### src/rtl/vec_irq_ctrl_pkg.sv
// Shared constants and types for the vectored interrupt controller.
// Assumes the fixed source layout: trap, NMI, external lines, then
// internal peripherals, in falling priority.
package vec_irq_ctrl_pkg;

    localparam int SRC_TRAP = 0;
    localparam int SRC_NMI  = 1;
    localparam int SRC_EXT0 = 2;
    localparam int SRC_TBL0 = 3;  // first source served through the vector table

    localparam logic [15:0] ADDR_TRAP  = 16'h0000;
    localparam logic [15:0] ADDR_NMI   = 16'h0066;
    localparam logic [15:0] ADDR_RST38 = 16'h0038;
    localparam logic [7:0]  RST_MASK   = 8'h38;

    typedef enum logic [1:0] {
        IM_DEVICE_RST = 2'd0,
        IM_FIXED      = 2'd1,
        IM_TABLE      = 2'd2,
        IM_RESERVED   = 2'd3
    } irq_mode_e;

endpackage

### src/rtl/irq_pend_bank.sv
// Bank of per-source pending latches.
// A set request latches the bit. A clear addressed by index takes priority
// over a set of the same bit in the same cycle.
module irq_pend_bank #(
    parameter int SRC_N = 12,
    localparam int IDX_W = $clog2(SRC_N)
) (
    input  logic             clk,
    input  logic             rst_n,
    input  logic [SRC_N-1:0] set_vec,
    input  logic             clr_en,
    input  logic [IDX_W-1:0] clr_idx,
    output logic [SRC_N-1:0] pend
);

    for (genvar b = 0; b < SRC_N; b++) begin : g_bit
        // Hold one source's request until it is served.
        always_ff @(posedge clk) begin
            if (!rst_n)
                pend[b] <= 1'b0;
            else if (clr_en && (clr_idx == IDX_W'(b)))
                pend[b] <= 1'b0;
            else if (set_vec[b])
                pend[b] <= 1'b1;
        end
    end

endmodule

### src/rtl/irq_prio_pick.sv
// Fixed-priority picker: the lowest set index wins.
// Purely combinational; the output index is 0 when nothing is pending.
module irq_prio_pick #(
    parameter int SRC_N = 12,
    localparam int IDX_W = $clog2(SRC_N)
) (
    input  logic [SRC_N-1:0] pend,
    output logic             any,
    output logic [IDX_W-1:0] idx
);

    // Scan from lowest priority upward so the highest-priority bit is written last.
    always_comb begin
        any = |pend;
        idx = '0;
        for (int k = SRC_N - 1; k >= 0; k--) begin
            if (pend[k])
                idx = IDX_W'(k);
        end
    end

endmodule

### src/rtl/irq_vec_gen.sv
// Vector-base register and grant address formation.
// Only the top VB_HI bits of the base are stored. The table sources use
// base + 2*offset; the offset is below 2^(8-VB_HI-1), so no carry reaches the stored bits.
module irq_vec_gen #(
    parameter int IDX_W = 4,
    parameter int VB_HI = 3
) (
    input  logic             clk,
    input  logic             rst_n,
    input  logic             vb_we,
    input  logic [VB_HI-1:0] vb_wbits,
    input  logic [IDX_W-1:0] idx,
    input  logic [1:0]       int_mode,
    input  logic [7:0]       i_reg,
    input  logic [7:0]       dev_vec,
    output logic [7:0]       vb_rd,
    output logic [15:0]      vaddr,
    output logic             vtbl
);
    import vec_irq_ctrl_pkg::*;

    localparam int VB_LO = 8 - VB_HI;

    logic [VB_HI-1:0] vb_q;
    logic [IDX_W-1:0] off;
    logic [7:0]       low;

    // Store the writable upper bits of the vector base.
    always_ff @(posedge clk) begin
        if (!rst_n)
            vb_q <= '0;
        else if (vb_we)
            vb_q <= vb_wbits;
    end

    assign vb_rd = {vb_q, {VB_LO{1'b0}}};
    assign off   = idx - IDX_W'(SRC_TBL0);
    assign low   = vb_rd + 8'({off, 1'b0});

    // Pick the restart or table address for the selected source.
    always_comb begin
        vaddr = {i_reg, low};
        vtbl  = 1'b1;
        if (idx == IDX_W'(SRC_TRAP)) begin
            vaddr = ADDR_TRAP;
            vtbl  = 1'b0;
        end else if (idx == IDX_W'(SRC_NMI)) begin
            vaddr = ADDR_NMI;
            vtbl  = 1'b0;
        end else if (idx == IDX_W'(SRC_EXT0)) begin
            case (irq_mode_e'(int_mode))
                IM_FIXED: begin
                    vaddr = ADDR_RST38;
                    vtbl  = 1'b0;
                end
                IM_TABLE: begin
                    vaddr = {i_reg, dev_vec};
                    vtbl  = 1'b1;
                end
                default: begin
                    vaddr = {8'h00, dev_vec & RST_MASK};
                    vtbl  = 1'b0;
                end
            endcase
        end
    end

endmodule

### src/rtl/irq_enable_ff.sv
// Main and saved interrupt-enable flip-flops.
// An accepted interrupt overrides any enable or disable command in the same cycle.
module irq_enable_ff (
    input  logic clk,
    input  logic rst_n,
    input  logic take,
    input  logic take_nmi,
    input  logic ei_cmd,
    input  logic di_cmd,
    input  logic retn_cmd,
    output logic iff1,
    output logic iff2
);

    // Update both enables from acceptance and core commands.
    always_ff @(posedge clk) begin
        if (!rst_n) begin
            iff1 <= 1'b0;
            iff2 <= 1'b0;
        end else if (take) begin
            iff1 <= 1'b0;
            if (!take_nmi)
                iff2 <= 1'b0;
        end else if (di_cmd) begin
            iff1 <= 1'b0;
            iff2 <= 1'b0;
        end else if (ei_cmd) begin
            iff1 <= 1'b1;
            iff2 <= 1'b1;
        end else if (retn_cmd) begin
            iff1 <= iff2;
        end
    end

endmodule

### src/rtl/vec_irq_ctrl.sv
// Prioritized vectored interrupt controller, top level.
// Gates and latches the requests, edge-detects NMI and keeps the hold latches.
// At a boundary it registers one grant with its address; the grant appears
// one cycle after the boundary.
// Assumes boundary pulses come from the core, and that the core does the stack push
// and the table read.
module vec_irq_ctrl #(
    parameter int EXT_N = 3,
    parameter int PER_N = 7,
    parameter int VB_HI = 3,
    localparam int SRC_N = 2 + EXT_N + PER_N,
    localparam int IDX_W = $clog2(SRC_N)
) (
    input  logic             clk,
    input  logic             rst_n,
    input  logic [EXT_N-1:0] ext_irq,
    input  logic [EXT_N-1:0] ext_en,
    input  logic [EXT_N-1:0] ext_hold_set,
    input  logic             nmi_in,
    input  logic             trap_req,
    input  logic [PER_N-1:0] per_req,
    input  logic             ei_shadow,
    input  logic             boundary,
    input  logic             cpu_halted,
    input  logic             ei_cmd,
    input  logic             di_cmd,
    input  logic             retn_cmd,
    input  logic [1:0]       int_mode,
    input  logic [7:0]       i_reg,
    input  logic [7:0]       dev_vec,
    input  logic             vb_we,
    input  logic [7:0]       vb_wd,
    output logic [7:0]       vb_rd,
    output logic             grant,
    output logic [IDX_W-1:0] grant_idx,
    output logic [15:0]      grant_addr,
    output logic             grant_tbl,
    output logic             halt_exit,
    output logic             iff1,
    output logic             iff2
);
    import vec_irq_ctrl_pkg::*;

    localparam int PER_BASE = SRC_EXT0 + EXT_N;

    logic [SRC_N-1:0] set_vec;
    logic [SRC_N-1:0] pend;
    logic [EXT_N-1:0] hold_q;
    logic [EXT_N-1:0] line_eff;
    logic             nmi_prev;
    logic             gate_ok;
    logic             any;
    logic [IDX_W-1:0] pick;
    logic             take;
    logic [15:0]      vaddr;
    logic             vtbl;
    logic             vb_unused;

    assign vb_unused = ^vb_wd[7-VB_HI:0];
    assign gate_ok   = iff1 & ~ei_shadow;
    assign line_eff  = ext_irq | hold_q;
    assign take      = boundary & any;

    // Build the per-source set requests.
    always_comb begin
        set_vec           = '0;
        set_vec[SRC_TRAP] = trap_req;
        set_vec[SRC_NMI]  = nmi_in & ~nmi_prev;
        for (int n = 0; n < EXT_N; n++)
            set_vec[SRC_EXT0 + n] = line_eff[n] & ext_en[n] & gate_ok;
        for (int j = 0; j < PER_N; j++)
            set_vec[PER_BASE + j] = per_req[j] & gate_ok;
    end

    // Remember the previous NMI level for edge detection.
    always_ff @(posedge clk) begin
        if (!rst_n)
            nmi_prev <= 1'b0;
        else
            nmi_prev <= nmi_in;
    end

    for (genvar n = 0; n < EXT_N; n++) begin : g_hold
        // Keep a hold-mode assertion until its own line is accepted.
        always_ff @(posedge clk) begin
            if (!rst_n)
                hold_q[n] <= 1'b0;
            else if (take && (pick == IDX_W'(SRC_EXT0 + n)))
                hold_q[n] <= 1'b0;
            else if (ext_hold_set[n])
                hold_q[n] <= 1'b1;
        end
    end

    irq_pend_bank #(.SRC_N(SRC_N)) u_pend (
        .clk     (clk),
        .rst_n   (rst_n),
        .set_vec (set_vec),
        .clr_en  (take),
        .clr_idx (pick),
        .pend    (pend)
    );

    irq_prio_pick #(.SRC_N(SRC_N)) u_pick (
        .pend (pend),
        .any  (any),
        .idx  (pick)
    );

    irq_vec_gen #(.IDX_W(IDX_W), .VB_HI(VB_HI)) u_vec (
        .clk      (clk),
        .rst_n    (rst_n),
        .vb_we    (vb_we),
        .vb_wbits (vb_wd[7 -: VB_HI]),
        .idx      (pick),
        .int_mode (int_mode),
        .i_reg    (i_reg),
        .dev_vec  (dev_vec),
        .vb_rd    (vb_rd),
        .vaddr    (vaddr),
        .vtbl     (vtbl)
    );

    irq_enable_ff u_iff (
        .clk      (clk),
        .rst_n    (rst_n),
        .take     (take),
        .take_nmi (pick == IDX_W'(SRC_NMI)),
        .ei_cmd   (ei_cmd),
        .di_cmd   (di_cmd),
        .retn_cmd (retn_cmd),
        .iff1     (iff1),
        .iff2     (iff2)
    );

    // Register the grant; all grant fields are zero in idle cycles.
    always_ff @(posedge clk) begin
        if (!rst_n || !take) begin
            grant      <= 1'b0;
            grant_idx  <= '0;
            grant_addr <= '0;
            grant_tbl  <= 1'b0;
            halt_exit  <= 1'b0;
        end else begin
            grant      <= 1'b1;
            grant_idx  <= pick;
            grant_addr <= vaddr;
            grant_tbl  <= vtbl;
            halt_exit  <= cpu_halted;
        end
    end

endmodule

### config.mk
export PLATFORM = sky130hd
export DESIGN_NAME = vec_irq_ctrl
export DESIGN_NICKNAME = d
export VERILOG_FILES = /design/src/rtl/vec_irq_ctrl_pkg.sv /design/src/rtl/irq_pend_bank.sv /design/src/rtl/irq_prio_pick.sv /design/src/rtl/irq_vec_gen.sv /design/src/rtl/irq_enable_ff.sv /design/src/rtl/vec_irq_ctrl.sv
export SDC_FILE = /design/constraint.sdc
export NUM_CORES = 1
export LEC_CHECK = 0
export BUFFER_PORTS_ARGS = -buffer_cell sky130_fd_sc_hd__buf_2
export CAP_MARGIN = 20
export CORE_MARGIN = 3
export CORE_UTILIZATION = 40
export CTS_CLUSTER_DIAMETER = 200
export CTS_CLUSTER_SIZE = 10
export DETAILED_ROUTE_END_ITERATION = 8
export PLACE_DENSITY = 0.67
export SYNTH_ARGS = -nofsm -noshare
export SYNTH_HDL_FRONTEND = slang
export SYNTH_HIERARCHICAL = 1
export SYNTH_SLANG_ARGS = --single-unit
### constraint.sdc
create_clock -name clk -period 6.6 [get_ports clk]
set_clock_uncertainty 0.15 [all_clocks]
set_input_delay 0.99 -clock clk [delete_from_list [all_inputs] [get_ports clk]]
set_output_delay 0.99 -clock clk [all_outputs]
set_load 0.01 [all_outputs]
## Word level (Yosys, flattened, before mapping)

Cells that the tools add are included.
W data, S select, Z words.

| storage, ports and cells | value |
|---|---|
| input port bits | 53 |
| flip-flop bits (word level) | 44 |
| output and inout bits | 33 |

| cells by class | value |
|---|---|
| bitwise gates (word level) | 20 |
| mux-type cells | 24 |
| eq/ne operators | 14 |
| $add $sub $neg | 2 |
| reductions and logical operators | 35 |

Operator list:

| cell | count |
|---|---|
| $mux W4 | 12 |
| $pmux W16 S2 | 1 |
| $reduce_or A2 Y1 | 13 |
| $and A1 B1 Y1 | 16 |
| $eq A4 B3 Y1 const B | 4 |
| $eq A4 B4 Y1 const B | 4 |
| $mux W16 | 1 |
| $logic_and A1 B1 Y1 | 12 |
| $reduce_or A12 Y1 | 1 |
| $mux W1 | 9 |
| $add A8 B5 Y8 | 1 |
| $eq A4 B2 Y1 const B | 2 |
| $mux W7 | 1 |
| $reduce_or A3 Y1 | 2 |
| $eq A4 B1 Y1 const B | 1 |
| $logic_not A4 Y1 | 1 |
| $sub A4 B2 Y4 const B | 1 |
| $not A1 Y1 | 3 |
| $or A3 B3 Y3 | 1 |
| $reduce_bool A3 Y1 | 1 |
| $eq A2 B1 Y1 const B | 1 |
| $eq A2 B2 Y1 const B | 1 |
| $logic_not A1 Y1 | 2 |
| $ne A2 B2 Y1 const B | 1 |
| 3 further kinds | 3 |

## Depth between registers and ports, before layout

Gate-level depths: netlist (run 1).

| logic depth | value |
|---|---|
| depth in word-level cells | 16 |
| gate-level depth with buffers | 10 |
| gate-level depth less buffers | 10 |

## Hierarchy

The synthesis (run 1) kept the hierarchy.

By module, submodules not included:

| module | cells each | sequential area each (um^2) | area each (um^2) | times used |
|---|---|---|---|---|
| vec_irq_ctrl | 80 | 540.5 | 890.9 | 1 |
| irq_vec_gen | 76 | 60.1 | 595.6 | 1 |
| irq_pend_bank | 45 | 240.2 | 426.7 | 1 |
| irq_prio_pick | 22 | 0.0 | 128.9 | 1 |
| irq_enable_ff | 9 | 40.0 | 83.8 | 1 |

## Worst setup path after synthesis (run 1)

OpenSTA, ideal clock, no wires.

| path | value |
|---|---|
| path kind | register to register |
| start | register u_pend.pend[10] |
| end | register grant_addr[3] |
| data arrival time | 2627 ps |
| stages on the path, launching flop included | 10 |
| path buffers | 0 |
| setup slack | 3707 ps |
| period minus slack after synthesis | 2893 ps |
| library setup time | 116 ps |
| cell sequence | dfxtp_1 > nor2_1 > o31ai_1 > a211oi_1 > nor3_1 > ha_1 > or3b_1 > nor2b_2 > a211oi_1 > and2_2 |

| between the ends | value |
|---|---|
| cells in the longest elaborated chain, start to end | 14 |
| elaborated cells between the ends (all ways) | 22 |
| those cells by class | add/sub (2); eq/ne (2); mux (12); bitwise (1); reduce/logical (5) |

Ends and longest elaborated chain:

| element | line | text |
|---|---|---|
| start: declaration | irq_pend_bank.sv:13 | `output logic [SRC_N-1:0] pend` |
| start signal: indexed assignment | irq_pend_bank.sv:20 | `pend[b] <= 1'b0;` |
| start signal: indexed assignment | irq_pend_bank.sv:22 | `pend[b] <= 1'b0;` |
| start signal: indexed assignment | irq_pend_bank.sv:24 | `pend[b] <= 1'b1;` |
| $mux W4 * (11 in series) | irq_prio_pick.sv:17 | `if (pend[k])` |
| named net pick[1] | vec_irq_ctrl.sv:53 | `logic [IDX_W-1:0] pick;` |
| $sub A4 B2 Y4 | irq_vec_gen.sv:37 | `assign off = idx - IDX_W'(SRC_TBL0);` |
| $add A8 B5 Y8 | irq_vec_gen.sv:38 | `assign low = vb_rd + 8'({off, 1'b0});` |
| $mux W16 | irq_vec_gen.sv:50 | `end else if (idx == IDX_W'(SRC_EXT0)) begin` |
| end signal: assignment | vec_irq_ctrl.sv:147 | `grant_addr <= vaddr;` |
| end: declaration | vec_irq_ctrl.sv:36 | `output logic [15:0] grant_addr,` |

The timed path passes the listed nets; every way through them passes the cells marked *.
A chain may end at the register's enable or synchronous reset.

## Worst setup path in the final report (run 1)

| path | value |
|---|---|
| start | register u_pend.pend[10] |
| end | register grant_addr[4] |

Same word-level chain as after synthesis.

==> results.toml, run 1 <==
[critical_path]
worstRegToRegCells = 10
start_kind = "register"
cp_top_family = "simple AND/OR/NAND/NOR gates"
worstSetupEndpointType = "register"
crit_chain = "nor2_1 -> o31ai_1 -> a211oi_1 -> nor3_1 -> buf_4 -> ha_1 -> or3b_1 -> nor2b_2 -> a21oi_1 -> and2_2"
cp_data_arrival_time_ps = 2940
required_ps = 6650
rr_endpoint = "grant_addr[4]$_SDFF_PN0_"
reg2reg_from = "u_pend/pend[10]$_SDFFE_PP0P_"
r2r_slack_ps = 3710
crit_type = "register to register"
max_stage_delay_ps = 460
critPathBufInv = 1
crit_slowest_cell = "or3b_1"
critPathMaxFanout = 13

[sta]
finalCritPeriodShare_pct = 43.8
hold_violations = 0
fmax_mhz = 346
rsz0062_at_grt = "no"
maxSlewHeadroom_pct = 54.2
fin_tns_setup_ps = 0
period_needed_ps = 2890
setup_viol = 0
setup_ws_ps = 3710
final_max_slew_viol_count = 0
worst_slew_pin_slew_ps = 686

[global_routing]
grt_pass1_vias = 1732
antenna_found_initial = 0
grt_max_degree = 24
grt.overflow.total = 0
grt_pass1_wl_mm = 7.98
grtUsageTotal_pct = 16.0

[power_and_ir_drop]
p_seq_share_pct = 45.9
swShare_pct = 28.0
ir_drop_mv = 0.102
clockPowerShare_pct = 33.2
p_int_w = 0.000445
combPwrFrac_pct = 20.9
switchingPower_w = 0.000173
powerDensity_nw_per_um2 = 233
p_leak_nw = 1.25

[clocking]
clkLatencyLatePin_ps = 300
cts_tree = "built"
cts_sinks = 44
cts_made_buffers = 5
cts_resized = 0
postCtsSetupBuffers = 0
path_clk_slew_ps = 80
postCtsHoldBufs = 0
cts-root-buf = "clkbuf_8"
cts_max_path_buffers = 2
htreeDepth = 2

[status]
status = "complete, no violations"

[final_layout]
antenna_cells = 0
layout_commonest_cell = "buf_2"
utilization_pct = 53.7
nets = 371
fin_cells = 380
seqCellArea_um2 = 881
syn_to_final_growth_pct = 24.9
multi_input_area_um2 = 1140
drive_gt1_share_pct = 37.4
fill_cells = 480
layout_common_cells = "buf_2 (75), dfxtp_1 (44), o21ai_0 (23)"

[synth]
ys_types = 47
synth_area_um2 = 2130
syn_inst = 232
syn-mean-instance-area_um2 = 9.16
synth-async-reset-ratio_pct = 0
synth_edf_count = 0
yosys_warnings = 6
synth_seq_cells = 44
ys_seq_area_share_pct = 41.4
synth_flop_cell = "dfxtp_1"

[place]
dp.cells = 372
pre_cts_ws_ps = 3760
hpwlAfterDp_mm = 3.56
place_congestion = 0.898
io_buffers = 75

[min_path]
hold_depth = 2
hold_path.class = "register to register"
worstHoldEndpoint = "u_iff/iff2$_SDFFE_PN0P_"
min_from = "u_iff/iff2$_SDFFE_PN0P_"

[route]
wl_met1_mm = 2.29
drc = 0
vias = 1888
detail_route.wirelength_mm = 4.83
vias_per_cell = 4.97
wl_met2_mm = 2.17
post_drt_wl_per_cell_um = 12.7
top_layer_used = "met4"
drtAntennaViolNets = 0
dr_wl_met3_um = 279
drt_iter0_markers = 141
drt_first_pass_iters = 4

[floorplanning]
die_area_um2 = 6230
boundaryPins = 86
die_h_um = 78.9
chipWidth_um = 78.9
core_area_um2 = 4940
rows = 25
initial_core_util_pct = 43.0

[run]
maxCapViolCount = 0
[kinds of logic (layout without fill, tap and decap cells)]
kind of cell / Yosys count / count (layout) / share of synthesized area, %
adder cells (fa/ha/maj): 6 / 6 / 3.53
buffers and inverters: 19 / 96 / 5.47
other: 1 / 5 / 0.176
flip-flops: 44 / 44 / 41.4
multiplexers: 5 / 5 / 2.47
AND/OR/NAND/NOR: 96 / 96 / 29.4
AO/OA/AOI/OAI: 61 / 61 / 17.5
[sequential cells by signal, summed over array words and instances (netlist names)]
signal / flops
grant_idx: 4
grant_addr: 16
halt_exit: 1
u_pend/pend: 12
u_iff/iff2: 1
grant_tbl: 1
hold_q: 3
u_vec/vb_q: 3
nmi_prev: 1
u_iff/iff1: 1
grant: 1
[per-layer routing]
| layer | GRT usage (%) | vias to the layer above |
|---|---|---|
| li1 | - | 959 |
| met1 | 21.0 | 861 |
| met2 | 25.3 | 59 |
| met3 | 4.20 | 9 |
| met4 | 6.01 | 0 |
| met5 | 0 | - |
[tightest hold or removal path: stages (launching register included)]
cell	delay [ps]
dfxtp_1	330
nand2_1	50
o21ai_0	60
[power by group through the flow]
stage | registers (W) | logic [W] | clock network (W)
after floorplan | 0.000292 | 0.0000883 | 0
after global placement | 0.000289 | 0.000127 | 0
after detailed placement | 0.000290 | 0.000128 | 0
after CTS | 0.000284 | 0.000129 | 0.000212
after global routing | 0.000285 | 0.000145 | 0.000222
final | 0.000284 | 0.000129 | 0.000205
[layout make-up]
cell class              instances  share of cell area, %
well taps                      67                   3.16
multi-input cells             173                   43.1
clock buffers                   5                   2.59
inverters                      10                   1.41
flip-flops and latches         44                   33.2
repair buffers                 78                   15.0
clock inverters                 3                   1.60
[worst max path at each step]
stage | startpoint | endpoint | slack [ps] | cells after the start
floorplan | u_pend/pend[10]$_SDFFE_PP0P_ | grant_addr[3]$_SDFF_PN0_ | 3710 | 9
global placement | u_pend/pend[10]$_SDFFE_PP0P_ | grant_addr[3]$_SDFF_PN0_ | 3750 | 10
detailed placement | u_pend/pend[10]$_SDFFE_PP0P_ | grant_addr[3]$_SDFF_PN0_ | 3760 | 10
CTS | u_pend/pend[10]$_SDFFE_PP0P_ | grant_addr[3]$_SDFF_PN0_ | 3760 | 10
global route | u_pend/pend[10]$_SDFFE_PP0P_ | grant_addr[3]$_SDFF_PN0_ | 3500 | 10
finish | u_pend/pend[10]$_SDFFE_PP0P_ | grant_addr[4]$_SDFF_PN0_ | 3710 | 10
[Yosys cell counts (all sizes together) (4+ instances only)]
master   n  area share, %
inv     10            1.8
and2    32             10
ha       6            3.5
dfxtp   44             41
buf      8            3.4
nor3     4            1.2
nor2b   17            6.1
nor2    16            2.8
a31oi    7            2.1
o21ai   25            5.9
nand2    4           0.71
a21oi   17            4.7
[stage by stage]
stage / instance area [um2] / power, W / hold WS (ps)
after floorplan: 2140 / 0.000381 / 340
after global placement: 2540 / 0.000416 / 311
after detailed placement: 2540 / 0.000418 / 323
after CTS: 2660 / 0.000624 / 335
after global routing: 2660 / 0.000653 / 373
final: 2660 / 0.000618 / 333
Power figures use the tool's default switching activity.
==> inputs of run 2 (changes only) <==
==> constraint.sdc (replaced) <==
create_clock -name clk -period 3 [get_ports clk]
set_clock_uncertainty 0.15 [all_clocks]
set_input_delay 0.45 -clock clk [delete_from_list [all_inputs] [get_ports clk]]
set_output_delay 0.45 -clock clk [all_outputs]
set_load 0.01 [all_outputs]
==> run 2 against run 1 <==
Effect of this change:
- sequential power rose by 120%
- register-to-register slack worse by 3300 ps
- cell count increased by 0.53%
- sequential share of layout area decreased by 0.23 points
- routed wire length is 0.75% higher
- design area increased by 0.71%
- clock power rose by 120%
- fmax up 9.9%
- total power grew 120%
- setup slack lost 3300 ps
- largest power group unchanged
==> results.toml, run 2 (synthesized netlist as in run 1, its figures left out) <==
[critical_path]
start_kind = "register"
rr_endpoint = "grant_addr[3]$_SDFF_PN0_"
cp-startpoint = "u_pend/pend[10]$_SDFFE_PP0P_"
cp_data_arrival_time_ps = 2670
cp_top_family = "simple AND/OR/NAND/NOR gates"
crit_chain = "nor2_1 -> o31ai_1 -> a211oi_1 -> nor3_1 -> buf_4 -> ha_1 -> or3b_1 -> nor2b_2 -> a211oi_1 -> and2_2"
worstRegToRegCells = 10
critPathMostFrequentCell = "a211oi_1"
critPathBufInv = 1
r2r_slack_ps = 370
cp.depth = 10
required_ps = 3040
crit_type = "register to register"
critPathMaxFanout = 8
worstSetupEndpointType = "register"
crit_end = "grant_addr[3]$_SDFF_PN0_"
reg2reg_from = "u_pend/pend[10]$_SDFFE_PP0P_"
crit_slowest_cell = "or3b_1"
max_stage_delay_ps = 450

[route]
vias_per_cell = 4.86
post_drt_wl_per_cell_um = 12.7
drc = 0
drtAntennaViolNets = 0
detail_route.wirelength_mm = 4.87
vias = 1858
drt_first_pass_iters = 4
drt_iter0_markers = 63

[clocking]
cts_max_path_buffers = 2
cts_made_buffers = 5
cts-root-buf = "clkbuf_8"
postCtsSetupBuffers = 0
cts_resized = 0
path_clk_slew_ps = 90
cts_sinks = 44
postCtsHoldBufs = 0
cts_tree = "built"
clkLatencyLatePin_ps = 290
htreeDepth = 2

[floorplanning]
chipWidth_um = 78.9
boundaryPins = 86
core_area_um2 = 4940
die_h_um = 78.9
initial_core_util_pct = 43.0
rows = 25
die_area_um2 = 6230

[sta]
setup_viol = 0
hold_violations = 0
final_max_slew_viol_count = 0
period_needed_ps = 2630
fin_tns_setup_ps = 0
finalCritPeriodShare_pct = 87.6
fmax_mhz = 380
rsz0062_at_grt = "no"

[global_routing]
grt.overflow.total = 0
grt_max_degree = 24
grt_pass1_vias = 1792
grt_pass1_wl_mm = 7.97
grtUsageTotal_pct = 15.8
antenna_found_initial = 0

[power_and_ir_drop]
powerDensity_nw_per_um2 = 513
ir_drop_mv = 0.267
p_leak_nw = 1.26

[final_layout]
largest_register = "grant_addr"
top_regs = "grant_addr: 16 flops, u_pend/pend: 12 flops, grant_idx: 4 flops"
nets = 373
utilization_pct = 54.1
multi_input_area_um2 = 1140
fill_cells = 494
antenna_cells = 0
largest_reg_flops = 16
seqCellArea_um2 = 881
drive_gt1_share_pct = 37.8
layout_common_cells = "buf_2 (75), dfxtp_1 (44), o21ai_0 (23)"
syn_to_final_growth_pct = 25.8
layout_commonest_cell = "buf_2"

[place]
place_congestion = 0.855
hpwlAfterDp_mm = 3.75
io_buffers = 75

[min_path]
hold_depth = 2
hold_path.class = "input pin to register"

[run]
maxCapViolCount = 0

[status]
status = "complete, no violations"
[run 2: cell types whose count changed in the layout (fill, tap and decap cells not counted)]
cell / previous run / this run
inv_6: 0 / 1
clkinv_2: 1 / 0
buf_4: 3 / 5
[run 2: how the worst min path moves through the flow]
| stage | start | endpoint |
|---|---|---|
| final | cpu_halted | halt_exit$_SDFF_PN0_ |
| after global routing | cpu_halted | halt_exit$_SDFF_PN0_ |
| after CTS | cpu_halted | halt_exit$_SDFF_PN0_ |
| after detailed placement | u_iff/iff2$_SDFFE_PN0P_ | u_iff/iff2$_SDFFE_PN0P_ |
| after global placement | u_iff/iff2$_SDFFE_PN0P_ | u_iff/iff2$_SDFFE_PN0P_ |
| after floorplan | u_iff/iff2$_SDFFE_PN0P_ | u_iff/iff2$_SDFFE_PN0P_ |
[run 2: routing by layer]
metal	vias up	part of all wire [%]	track usage, %
li1	960	-	-
met1	847	47	19.9
met2	49	47	27.2
met3	2	5.2	3.29
met4	0	0.74	4.64
met5	-	0	0
[run 2: area by class of cell]
type / instances / share of cell area (%)
well taps: 67 / 3.14
inverters: 10 / 1.40
clock inverters: 3 / 1.73
clock buffers: 5 / 2.57
repair buffers: 80 / 15.4
multi-input cells: 173 / 42.8
flip-flops and latches: 44 / 32.9
[run 2: stage by stage]
step                      instance area, um2  power (W)  instances  hold slack (ps)  setup WS, ps
final                                   2670    0.00137        382              201           371
after global routing                    2670    0.00145        382              202           161
after CTS                               2670    0.00139        382              191           365
after detailed placement                2560   0.000926        374              329           387
after global placement                  2560   0.000920        374              311           403
after floorplan                         2140   0.000837        236              340           107
[run 2: report_power, final]
group | total (W) | internal [W] | switching (W)
clock network | 0.000461 | 0.000251 | 0.000210
logic | 0.000287 | 0.000127 | 0.000160
registers | 0.000624 | 0.000609 | 0.0000148
total | 0.00137 | 0.000987 | 0.000385
